===== src/rtl/tsw_pkg.sv =====
package tsw_pkg;

  localparam int TSW_TILE_DIM = 8;
  localparam int TSW_TILE_PIX = TSW_TILE_DIM * TSW_TILE_DIM;
  localparam int TSW_WORD_W   = 32;
  localparam int TSW_BUF_WORDS = TSW_TILE_PIX * 2 / (TSW_WORD_W / 8);
  localparam int TSW_BUF_AW   = $clog2(TSW_BUF_WORDS);

  typedef enum logic [1:0] {
    S_IDLE,
    S_FILL,
    S_DRAIN,
    S_FINISH
  } tsw_state_e;

endpackage


===== src/rtl/tsw_tile_buf.sv =====
module tsw_tile_buf #(
  parameter int AW = 5,
  parameter int DW = 32
) (
  input  logic          clk,
  input  logic          rst,
  input  logic          we,
  input  logic [AW-1:0] waddr,
  input  logic [DW-1:0] wdata,
  input  logic          re,
  input  logic [AW-1:0] raddr,
  output logic [DW-1:0] rdata
);

  localparam int DEPTH = 1 << AW;

  logic [DW-1:0] mem [DEPTH];

  // single write port and registered read port, suitable for block RAM
  always_ff @(posedge clk) begin
    if (we) mem[waddr] <= wdata;
    if (re) rdata <= mem[raddr];
  end

  // fill and drain phases never overlap in the buffer
  p_port_exclusive_r11: assert property (@(posedge clk) disable iff (rst)
    we |-> !re);

endmodule


===== src/rtl/tsw_swizzle.sv =====
module tsw_swizzle #(
  parameter int AW = 5
) (
  input  logic          pix16,
  input  logic          little,
  input  logic [2:0]    xi,
  input  logic [2:0]    yi,
  output logic [AW-1:0] word_addr,
  output logic [1:0]    lane
);

  logic [2:0] xc;
  logic [2:0] yc;
  logic [5:0] sidx;

  always_comb begin
    // endian correction: 16-bit flips the pixel within a word,
    // 8-bit flips both the column and row pair
    xc = {xi[2:1], xi[0] ^ little};
    yc = {yi[2:1], yi[0] ^ (little & ~pix16)};
    // interleave of row and column bits inside the tile
    sidx = {yc[2], yc[1], xc[2], xc[1], yc[0], xc[0]};
    if (pix16) begin
      word_addr = AW'(sidx[5:1]);
      lane      = {sidx[0], 1'b0};
    end else begin
      word_addr = AW'(sidx[5:2]);
      lane      = sidx[1:0];
    end
  end

endmodule


===== src/rtl/tsw_walker.sv =====
module tsw_walker #(
  parameter int XW   = 11,
  parameter int YW   = 11,
  parameter int TC_W = 9
) (
  input  logic            clk,
  input  logic            rst,
  input  logic            init,
  input  logic [XW-1:0]   x0,
  input  logic [YW-1:0]   y0,
  input  logic [TC_W-1:0] tiles_x,
  input  logic [TC_W-1:0] tiles_y,
  input  logic            pix16,
  input  logic            step,
  output logic [XW-1:0]   org_x,
  output logic [YW-1:0]   org_y,
  output logic            last_tile
);

  logic [TC_W-1:0] tx, ty, ntx, nty;
  logic [XW-1:0]   row_x;
  logic [XW-1:0]   step_x;
  logic            row_end;

  assign row_end   = (tx == ntx - TC_W'(1));
  assign last_tile = row_end && (ty == nty - TC_W'(1));

  always_ff @(posedge clk) begin
    if (rst) begin
      tx     <= '0;
      ty     <= '0;
      ntx    <= '0;
      nty    <= '0;
      row_x  <= '0;
      step_x <= '0;
      org_x  <= '0;
      org_y  <= '0;
    end else if (init) begin
      tx     <= '0;
      ty     <= '0;
      ntx    <= tiles_x;
      nty    <= tiles_y;
      row_x  <= x0;
      org_x  <= x0;
      org_y  <= y0;
      // an 8-bit tile packs two pixels per cell, so it spans half the cells
      step_x <= pix16 ? XW'(8) : XW'(4);
    end else if (step) begin
      if (row_end) begin
        tx    <= '0;
        ty    <= ty + TC_W'(1);
        org_x <= row_x;
        org_y <= org_y + YW'(8);
      end else begin
        tx    <= tx + TC_W'(1);
        org_x <= org_x + step_x;
      end
    end
  end

  p_tile_moves_r8: assert property (@(posedge clk) disable iff (rst)
    (step && !init && !last_tile) |=> (org_x != $past(org_x)) || (org_y != $past(org_y)));

endmodule


===== src/rtl/tile_swizzle_writer.sv =====
module tile_swizzle_writer
  import tsw_pkg::*;
#(
  parameter int SHEET_W = 2048,
  parameter int SHEET_H = 2048,
  parameter int DIM_W   = 12,
  localparam int XW     = $clog2(SHEET_W),
  localparam int YW     = $clog2(SHEET_H),
  localparam int ADDR_W = XW + YW
) (
  input  logic              clk,
  input  logic              rst,
  input  logic              start_i,
  input  logic [XW-1:0]     org_x_i,
  input  logic [YW-1:0]     org_y_i,
  input  logic [DIM_W-1:0]  width_i,
  input  logic [DIM_W-1:0]  height_i,
  input  logic              pix16_i,
  input  logic              little_i,
  input  logic              src_valid_i,
  output logic              src_ready_o,
  input  logic [31:0]       src_data_i,
  output logic              wr_valid_o,
  input  logic              wr_ready_i,
  output logic [ADDR_W-1:0] wr_addr_o,
  output logic [15:0]       wr_data_o,
  output logic [1:0]        wr_be_o,
  output logic              done_o,
  output logic              err_o
);

  localparam int TC_W = DIM_W - 3;
  localparam int AW   = TSW_BUF_AW;
  localparam logic [AW-1:0] FILL_LAST16 = AW'(TSW_BUF_WORDS - 1);
  localparam logic [AW-1:0] FILL_LAST8  = AW'(TSW_BUF_WORDS / 2 - 1);

  tsw_state_e state;
  logic           cfg_is16, cfg_le;
  logic [AW-1:0]  fill_cnt;
  logic [6:0]     iss_cnt;
  logic           iss_more, adv, rd_en;
  logic           b_valid;
  logic [2:0]     b_xi, b_yi;
  logic [1:0]     b_lane;
  logic           bad_size, accept, tile_end;
  logic           wr_valid_q, done_q, err_q;
  logic [ADDR_W-1:0] wr_addr_q;
  logic [15:0]    wr_data_q;
  logic [1:0]     wr_be_q;

  logic [AW-1:0]  rd_addr;
  logic [1:0]     rd_lane;
  logic [31:0]    rd_word;
  logic [XW-1:0]  wk_x;
  logic [YW-1:0]  wk_y;
  logic           wk_last;

  logic [XW-1:0]  pix_x;
  logic [YW-1:0]  pix_y;
  logic [7:0]     pix_byte;
  logic [15:0]    pix_half;
  logic [15:0]    pix_data;
  logic [1:0]     pix_be;

  assign bad_size = (width_i[2:0] != 3'd0) || (height_i[2:0] != 3'd0) ||
                    (width_i == '0) || (height_i == '0);
  assign accept   = (state == S_IDLE) && start_i && !bad_size;
  assign iss_more = !iss_cnt[6];
  assign adv      = !wr_valid_q || wr_ready_i;
  assign rd_en    = (state == S_DRAIN) && iss_more && adv;
  assign tile_end = (state == S_DRAIN) && !iss_more && !b_valid;
  assign src_ready_o = (state == S_FILL);

  tsw_tile_buf #(.AW(AW), .DW(TSW_WORD_W)) u_buf (
    .clk   (clk),
    .rst   (rst),
    .we    (src_ready_o && src_valid_i),
    .waddr (fill_cnt),
    .wdata (src_data_i),
    .re    (rd_en),
    .raddr (rd_addr),
    .rdata (rd_word)
  );

  tsw_swizzle #(.AW(AW)) u_swz (
    .pix16     (cfg_is16),
    .little    (cfg_le),
    .xi        (iss_cnt[2:0]),
    .yi        (iss_cnt[5:3]),
    .word_addr (rd_addr),
    .lane      (rd_lane)
  );

  tsw_walker #(.XW(XW), .YW(YW), .TC_W(TC_W)) u_walk (
    .clk       (clk),
    .rst       (rst),
    .init      (accept),
    .x0        (org_x_i),
    .y0        (org_y_i),
    .tiles_x   (width_i[DIM_W-1:3]),
    .tiles_y   (height_i[DIM_W-1:3]),
    .pix16     (pix16_i),
    .step      (tile_end && !wk_last),
    .org_x     (wk_x),
    .org_y     (wk_y),
    .last_tile (wk_last)
  );

  // pixel formation from the buffer word read in the previous stage
  always_comb begin
    pix_byte = rd_word[{b_lane, 3'b000} +: 8];
    pix_half = b_lane[1] ? rd_word[31:16] : rd_word[15:0];
    if (cfg_is16) begin
      pix_x    = wk_x + XW'(b_xi);
      pix_data = cfg_le ? pix_half : {pix_half[7:0], pix_half[15:8]};
      pix_be   = 2'b11;
    end else begin
      pix_x    = wk_x + XW'(b_xi[2:1]);
      pix_data = {pix_byte, pix_byte};
      pix_be   = b_xi[0] ? 2'b10 : 2'b01;
    end
    pix_y = wk_y + YW'(b_yi);
  end

  always_ff @(posedge clk) begin
    if (rst) begin
      state      <= S_IDLE;
      cfg_is16   <= 1'b0;
      cfg_le     <= 1'b0;
      fill_cnt   <= '0;
      iss_cnt    <= '0;
      b_valid    <= 1'b0;
      b_xi       <= '0;
      b_yi       <= '0;
      b_lane     <= '0;
      wr_valid_q <= 1'b0;
      wr_addr_q  <= '0;
      wr_data_q  <= '0;
      wr_be_q    <= '0;
      done_q     <= 1'b0;
      err_q      <= 1'b0;
    end else begin
      done_q <= 1'b0;
      // read stage and output register advance together
      if (adv) begin
        b_valid    <= rd_en;
        b_xi       <= iss_cnt[2:0];
        b_yi       <= iss_cnt[5:3];
        b_lane     <= rd_lane;
        wr_valid_q <= b_valid;
        if (b_valid) begin
          wr_addr_q <= {pix_y, pix_x};
          wr_data_q <= pix_data;
          wr_be_q   <= pix_be;
        end
      end
      if (rd_en) iss_cnt <= iss_cnt + 7'd1;
      unique case (state)
        S_IDLE: begin
          if (start_i) begin
            err_q <= bad_size;
            if (!bad_size) begin
              cfg_is16 <= pix16_i;
              cfg_le   <= little_i;
              fill_cnt <= '0;
              state    <= S_FILL;
            end
          end
        end
        S_FILL: begin
          if (src_valid_i) begin
            if (fill_cnt == (cfg_is16 ? FILL_LAST16 : FILL_LAST8)) begin
              fill_cnt <= '0;
              iss_cnt  <= '0;
              state    <= S_DRAIN;
            end else begin
              fill_cnt <= fill_cnt + AW'(1);
            end
          end
        end
        S_DRAIN: begin
          if (tile_end) state <= wk_last ? S_FINISH : S_FILL;
        end
        S_FINISH: begin
          if (!wr_valid_q) begin
            done_q <= 1'b1;
            state  <= S_IDLE;
          end
        end
        default: state <= S_IDLE;
      endcase
    end
  end

  assign wr_valid_o = wr_valid_q;
  assign wr_addr_o  = wr_addr_q;
  assign wr_data_o  = wr_data_q;
  assign wr_be_o    = wr_be_q;
  assign done_o     = done_q;
  assign err_o      = err_q;

  p_stall_hold_r9: assert property (@(posedge clk) disable iff (rst)
    (wr_valid_o && !wr_ready_i) |=> wr_valid_o && $stable(wr_addr_o) &&
                                    $stable(wr_data_o) && $stable(wr_be_o));

  p_full_be_r6: assert property (@(posedge clk) disable iff (rst)
    (wr_valid_o && cfg_is16) |-> (wr_be_o == 2'b11));

  p_byte_be_r7: assert property (@(posedge clk) disable iff (rst)
    (wr_valid_o && !cfg_is16) |-> ($countones(wr_be_o) == 1));

  p_err_quiet_r2: assert property (@(posedge clk) disable iff (rst)
    err_o |-> (!src_ready_o && !wr_valid_o && !done_o));

  p_done_drained_r1: assert property (@(posedge clk) disable iff (rst)
    done_o |-> !wr_valid_o);

  p_busy_start_r10: assert property (@(posedge clk) disable iff (rst)
    (state != S_IDLE) |=> $stable(err_o));

endmodule


===== config.mk =====
export PLATFORM = sky130hd
export DESIGN_NAME = tile_swizzle_writer
export DESIGN_NICKNAME = d
export VERILOG_FILES = /design/src/rtl/tsw_pkg.sv /design/src/rtl/tsw_tile_buf.sv /design/src/rtl/tsw_swizzle.sv /design/src/rtl/tsw_walker.sv /design/src/rtl/tile_swizzle_writer.sv
export SDC_FILE = /design/constraint.sdc
export NUM_CORES = 2
export LEC_CHECK = 0
export ABC_AREA = 1
export ABC_CLOCK_PERIOD_IN_PS = 2950
export BUFFER_PORTS_ARGS = -buffer_cell sky130_fd_sc_hd__buf_2
export CAP_MARGIN = 20
export CORE_UTILIZATION = 56
export CTS_CLUSTER_SIZE = 28
export DETAILED_ROUTE_END_ITERATION = 8
export GPL_ROUTABILITY_DRIVEN = 0
export PLACE_DENSITY = 0.88
export RECOVER_POWER = 100
export SLEW_MARGIN = 20
export SYNTH_ARGS = -nofsm -noshare
export SYNTH_HDL_FRONTEND = slang
export SYNTH_SLANG_ARGS = --single-unit

===== constraint.sdc =====
create_clock -name clk -period 2.95 [get_ports clk]
set_input_delay 0 -clock clk [delete_from_list [all_inputs] [get_ports clk]]
set_output_delay 0 -clock clk [all_outputs]
set_load 0.03 [all_outputs]

## Yosys cells after proc, flatten, opt, wreduce, memory -nomap -nowiden

Memories as Yosys holds them, arrays and structs flattened. A register that Yosys moved wholly into a read port is not among the register bits.
Index checks and enable logic that the tools add are counted.

| operators by class | value |
|---|---|
| add/sub/neg operators | 11 |
| eq/ne operators | 12 |
| shift operators | 1 |
| multiplexer cells | 37 |
| bitwise operators | 6 |
| reduce and logical (&&, ||, !) cells | 35 |

Operator list:

| cell | number |
|---|---|
| $mux 11 | 7 |
| $mux 16 | 3 |
| $shiftx 32x6->8 | 1 |
| $mux 5 | 6 |
| $mux 7 | 4 |
| $logic_not 12->1 | 2 |
| $add 11x3->11 | 2 |
| $mux 2 | 10 |
| $add 9x1->9 const B | 2 |
| $eq 9x9->1 | 2 |
| $sub 9x1->9 const B | 2 |
| $add 11x11->11 | 1 |
| $add 11x2->11 | 1 |
| $add 11x4->11 const B | 1 |
| $ne 2x2->1 const B | 5 |
| $pmux 5 s2 | 1 |
| $logic_and 1x1->1 | 9 |
| $mux 9 | 1 |
| $pmux 2 s4 | 1 |
| $reduce_and 2->1 | 4 |
| $add 7x1->7 const B | 1 |
| $reduce_and 6->1 | 1 |
| $reduce_bool 2->1 | 3 |
| $reduce_bool 3->1 | 2 |
| other kinds (16) | 30 |

| storage, ports and cells | value |
|---|---|
| register bits after elaboration | 148 |
| memory bits (writable) | 1,024 |
| logic and storage cells | 126 |
| memories | 1 |

Memory list:

| memory | depth | width | rd ports | clocked after memory_dff | wr ports | line | source |
|---|---|---|---|---|---|---|---|
| u_buf.mem | 32 | 32 | 1 | 1 | 1 | tsw_tile_buf.sv:17 | `logic [DW-1:0] mem [DEPTH];` |

## Logic depth before layout (Yosys ltp)

| logic depth | value |
|---|---|
| depth after elaboration | 8 |
| depth in mapped cells | 17 |

## Modules after synthesis

Synthesis repeated with hierarchy kept, for this count alone.

| second synthesis, totals | value |
|---|---|
| cell total of the unflattened synthesis | 4,686 |
| area, all modules | 50,526.0 µm² |

By module, submodules not included:

| module | times used | cells each | area an instance (µm²) | sequential area each (µm²) |
|---|---|---|---|---|
| tsw_tile_buf | 1 | 3,536 | 42,726.0 | 31,710.4 |
| tile_swizzle_writer | 1 | 583 | 3,878.7 | 1,361.3 |
| tsw_walker | 1 | 542 | 3,817.4 | 1,421.4 |
| tsw_swizzle | 1 | 25 | 103.8 | 0.0 |

## Worst setup path before layout

Ideal clock, no wire load.

| path | value |
|---|---|
| path type | register to register |
| start point | register state[1] |
| end point | memory u_buf.mem[0][0], enable pin |
| library setup time | 0.421 ns |
| arrival time | 2.523 ns |
| path slack | 0.006 ns |
| stages on the path, launching flop included | 8 |
| buffers on the path | 0 |
| clock period less this slack | 2.944 ns |
| path through | dfxtp_1 -> inv_1 -> nand2_1 -> inv_1 -> nand2_1 -> inv_1 -> nand2_1 -> nor2_1 |

| on the way | value |
|---|---|
| longest elaborated chain between the ends | 4 |

Ends and longest elaborated chain:

| what | line | source |
|---|---|---|
| start, declared | tile_swizzle_writer.sv:37 | `tsw_state_e state;` |
| start signal, assigned | tile_swizzle_writer.sv:182 | `if (tile_end) state <= wk_last ? S_FINISH : S_FILL;` |
| $eq 2x1->1 | tile_swizzle_writer.sv:72 | `assign src_ready_o = (state == S_FILL);` |
| named net src_ready_o | tile_swizzle_writer.sv:21 | `output logic src_ready_o,` |
| $logic_and 1x1->1 | tile_swizzle_writer.sv:77 | `.we (src_ready_o && src_valid_i),` |
| $mux 1 | tsw_tile_buf.sv:21 | `if (we) mem[waddr] <= wdata;` |
| $mux 1 (implied by the code) | tsw_tile_buf.sv:21 |  |
| end, declared | tsw_tile_buf.sv:17 |  |

The timed path passes the listed nets, and every way through them passes these cells.

## Worst setup path after layout

| path | value |
|---|---|
| start point | register cfg_is16 |
| end point | register u_buf.rdata[9] (read register of u_buf.mem) (data pin) |

| on the way | value |
|---|---|
| longest elaborated chain between the ends | 4 |

Ends and longest elaborated chain:

| what | line | source |
|---|---|---|
| start, declared | tile_swizzle_writer.sv:38 | `logic cfg_is16, cfg_le;` |
| start signal, assigned | tile_swizzle_writer.sv:163 | `cfg_is16 <= pix16_i;` |
| $not 1->1 | tsw_swizzle.sv:20 | `yc = {yi[2:1], yi[0] ^ (little & ~pix16)};` |
| $and 1x1->1 | tsw_swizzle.sv:20 |  |
| $xor 1x1->1 | tsw_swizzle.sv:20 |  |
| $mux 5 (*) | tsw_swizzle.sv:23 | `if (pix16) begin` |
| end, declared | tsw_tile_buf.sv:12 | `output logic [DW-1:0] rdata` |

Every way passes the cells marked *; elsewhere a longest branch is shown, timed or not.
A chain may end at the register's enable or synchronous reset.

==> results.md <==
* Largest net degree at the start of global routing at 120
* Pwr/cell area at 693.4 nW/um^2
* CP Max Fanout at 76
* DR DRC count at 0
* Fin cells at 5471
* Worst vdd ir at 0.0006198 V
* Synth Instances at 4032
* Setup violations, final at 0
* Worst-Margin Slew at ~1.4 ns
* Max-slew violations at 0
* Max frequency at around 340 MHz
* Via count at approximately 37000
* Post-route setup TNS at 0 ns
* Combinational cell fraction of total power at between 10% and 20%
* All-Layer GR Usage at 31.99%
* #FFs+latches synth at 1195
* P_sw at 10.60 mW
* Core area at 85680 um^2
* Dpl cells at 5154
* First-pass GRT wire length at ~210000 um
* HP Start: width_i[1]
* Setup slack, reg-to-reg at a little over 0.05 ns
* Post-synth top area cell: edfxtp_1
* Die W at slightly below 300 um
* Synth warn at 0
* Clock network power share at 35.6%
* Antenna violations before repair at 4
* Hold path depth at 10
* Area grow syn2layout at 13.45%
* DR vias/cell at 6.769
* Layout cells sized above 1 at 8.397%
* Mapped Area at between 40000 and 50000 um^2
* # port buffers at 128
* Site Rows at 107
* Clk_lat worst skew at 0.71 ns
* Sw Ratio at about 28%
* LEAKAGE at 18.70 nW
* Worst r2r src: cfg_is16
* Vias in the first global route at around 36000
* Hold Path Sink: state[1]
* Die H at 297.2 um
* Sequential power share at 49.8%
* Syn Nets at roughly 4100
* Avg Cell Area, Syn at ~12 um^2
* CP peak stage delay at 0.46 ns
* Routed wire length at 145800 um
* Grt ovf at 0
* TritonCTS clock tree: done
* Die area at 88320 um^2
* CTS Buffer Depth at 3
* Worst hold path class: input port to flop
* P_int at 27.79 mW
* Critical Path RT at 3.48 ns
* DP Area at 51290 um^2
* Antenna Nets Post-Route at 0
* Final instance area at 55360 um^2
* Number of buffers added for setup after CTS at 0
* Worst r2r dst: u_buf.rdata[9]
* Initial Utilization at 56.95%
* Top-area cell type share of the netlist area at 64.98%
* Wire length per cell at around 27 um
* Worst Setup Path Type: flop to flop
* Slew HR at 5.395%
* Num CTS Buffers at 107
* CP Cell Sequence: inv_1 -> nand2_1 -> nand2_8 -> inv_8 -> buf_12 -> o21ai_0 -> o221ai_1 -> nand3_1 -> nand3_1 -> and2_1
* Layout net count at 4341
* Status: completed
* Ys async rst share at 0%
* Unique masters post-synth at between 40 and 50
* Post-layout util at between 60 and 70%
* H-Tree Depth at 3
* Final Hold Vio Count at 0
* RSZ-0062 raised after global routing: no
* Slowest cell on the critical path: inv_8
* Clk root buf: clkbuf_16
* DRT iter0 DRCs at 6839
* Dpl hpwl at 75150 um
* Seq/Total Area, Yosys at 70.69%
* Final Cycle Share at around 100%
* CTS Sinks at 1195
* Number of flops mapped to enable cells by yosys at 1056
* IO Pins at approximately 130
* CP arrival at 3.43 ns
* Worst r2r path cells at 10
* Top cells by area, synth: edfxtp_1, o21ai_0, dfxtp_1
* CP Launch Type: flop
* Clk_skew at 0.04000 ns
* MaxCap Viol Count at 0
* Post-synth top flop: edfxtp_1
* DR pass1 iterations at 9
* Most frequent cells in the layout: edfxtp_1, nor2_1, o21ai_0, nand2_1, o221ai_1
* Period minus WS final at 2.899 ns
* Commonest non-fill, non-tap cell in the layout: edfxtp_1
* Cell repeated most along the worst path: nand3_1
* Clk slew on worst S/H paths at 0.06 ns
* Setup crit end kind: flop
[Yosys cell counts (6+ instances only)]
| cell type | count |
|---|---|
| nor3_1 | 15 |
| nor2_2 | 6 |
| nand2_1 | 330 |
| o221ai_1 | 278 |
| xor2_1 | 37 |
| nand4_1 | 10 |
| o21ai_0 | 584 |
| buf_2 | 101 |
| o211ai_1 | 11 |
| and2_1 | 33 |
| nand3_1 | 261 |
| ha_1 | 18 |
| xnor2_1 | 13 |
| o211a_1 | 7 |
| a21oi_1 | 95 |
| dfxtp_1 | 139 |
| inv_2 | 8 |
| nor2_1 | 657 |
| o22ai_1 | 8 |
| edfxtp_1 | 1056 |
| buf_1 | 11 |
| inv_1 | 151 |
| clkbuf_1 | 149 |
[flip-flops by register name, summed over array words and instances, names as in the netlist, 2 cells and up]
register       flops
b_xi               3
u_walk.row_x      11
u_walk.step_x      2
b_yi               3
wr_addr_o         22
b_lane             2
u_walk.ty          9
iss_cnt            7
u_walk.nty         9
u_buf.mem       1024
u_walk.org_x      11
wr_be_o            2
wr_data_o         16
u_buf.rdata       32
u_walk.tx          9
fill_cnt           5
state              2
u_walk.org_y      11
u_walk.ntx         9
[worst max path at each step]
stage          startpoint              end  slack, ns  cells past startpoint
3_3_place_gp     cfg_is16  u_buf.rdata[14]       0.37                      8
4_1_cts          cfg_is16  u_buf.rdata[14]       0.09                      8
6_report         cfg_is16   u_buf.rdata[9]       0.05                     10
2_1_floorplan    state[1]  u_buf.mem[0][0]      0.006                      7
5_1_grt          state[1]    u_walk.ntx[6]      0.002                      9
3_5_place_dp     cfg_is16  u_buf.rdata[14]       0.20                      8
[final cells by class]
type,count,area [um^2]
Inverter,162,626.9
Tap cell,1144,1431
Antenna cell,4,10.01
Timing Repair Buffer,363,2736
Sequential cell,1195,34490
Multi-Input combinational cell,2406,12670
Clock inverter,64,563.0
Fill cell,5565,30320
Clock buffer,133,2828
[timing repair]
action	CTS	global route
hold endpoints to repair	1107	0
endpoints found under the setup margin	0	18
hold buffers	116	0
resized for setup	0	3
[cells by family (layout without fill, tap and decap cells)]
group / after synthesis / after routing / share of synthesized area, %
and+or+nand+nor: 1341 / 1341 / 11.62
adders and majority gates: 21 / 21 / 0.5846
AOI/OAI and AO/OA: 994 / 994 / 12.54
other: 0 / 4 / 0
buffers and inverters: 431 / 722 / 3.674
DFF: 1195 / 1195 / 70.69
xor gates and xnor gates: 50 / 50 / 0.8974
[per-layer routing]
metal / vias to the layer above / GRT usage [%] / wire, um
met5: - / 0 / 42
met4: 6 / 19.69 / 9966
met3: 825 / 8.370 / 22300
met2: 3669 / 50.03 / 66070
met1: 17330 / 40.03 / 47430
li1: 15204 / - / -
[stage by stage]
step | hold slack, ns | setup slack (ns) | power [mW]
final | 0.08498 | 0.05129 | 38.39
after detailed placement | 0.2185 | 0.2020 | 24.67
after global placement | 0.1972 | 0.3694 | 24.38
after global routing | 0.1636 | 0.002089 | 39.29
after floorplan | 0.08996 | 0.006197 | 22.83
after CTS | 0.02002 | 0.08623 | 38.13
[power by group through the flow]
stage	combinational (mW)	clock, mW	sequential, mW
final	5.63	13.7	19.1
after global routing	6.01	14.2	19.1
after CTS	5.51	13.6	19.1
after detailed placement	5.26	0	19.4
after global placement	4.99	0	19.4
after floorplan	3.32	0	19.5
[worst max-delay path: cells and delay by family (launching register included)]
| kind | cells | cell delay [ns] |
|---|---|---|
| AO/OA/AOI/OAI | 2 | 0.52 |
| buffers and inverters | 3 | 0.87 |
| flip-flops | 1 | 0.44 |
| AND/OR/NAND/NOR | 5 | 0.83 |
(Power assumes the default switching activity.)
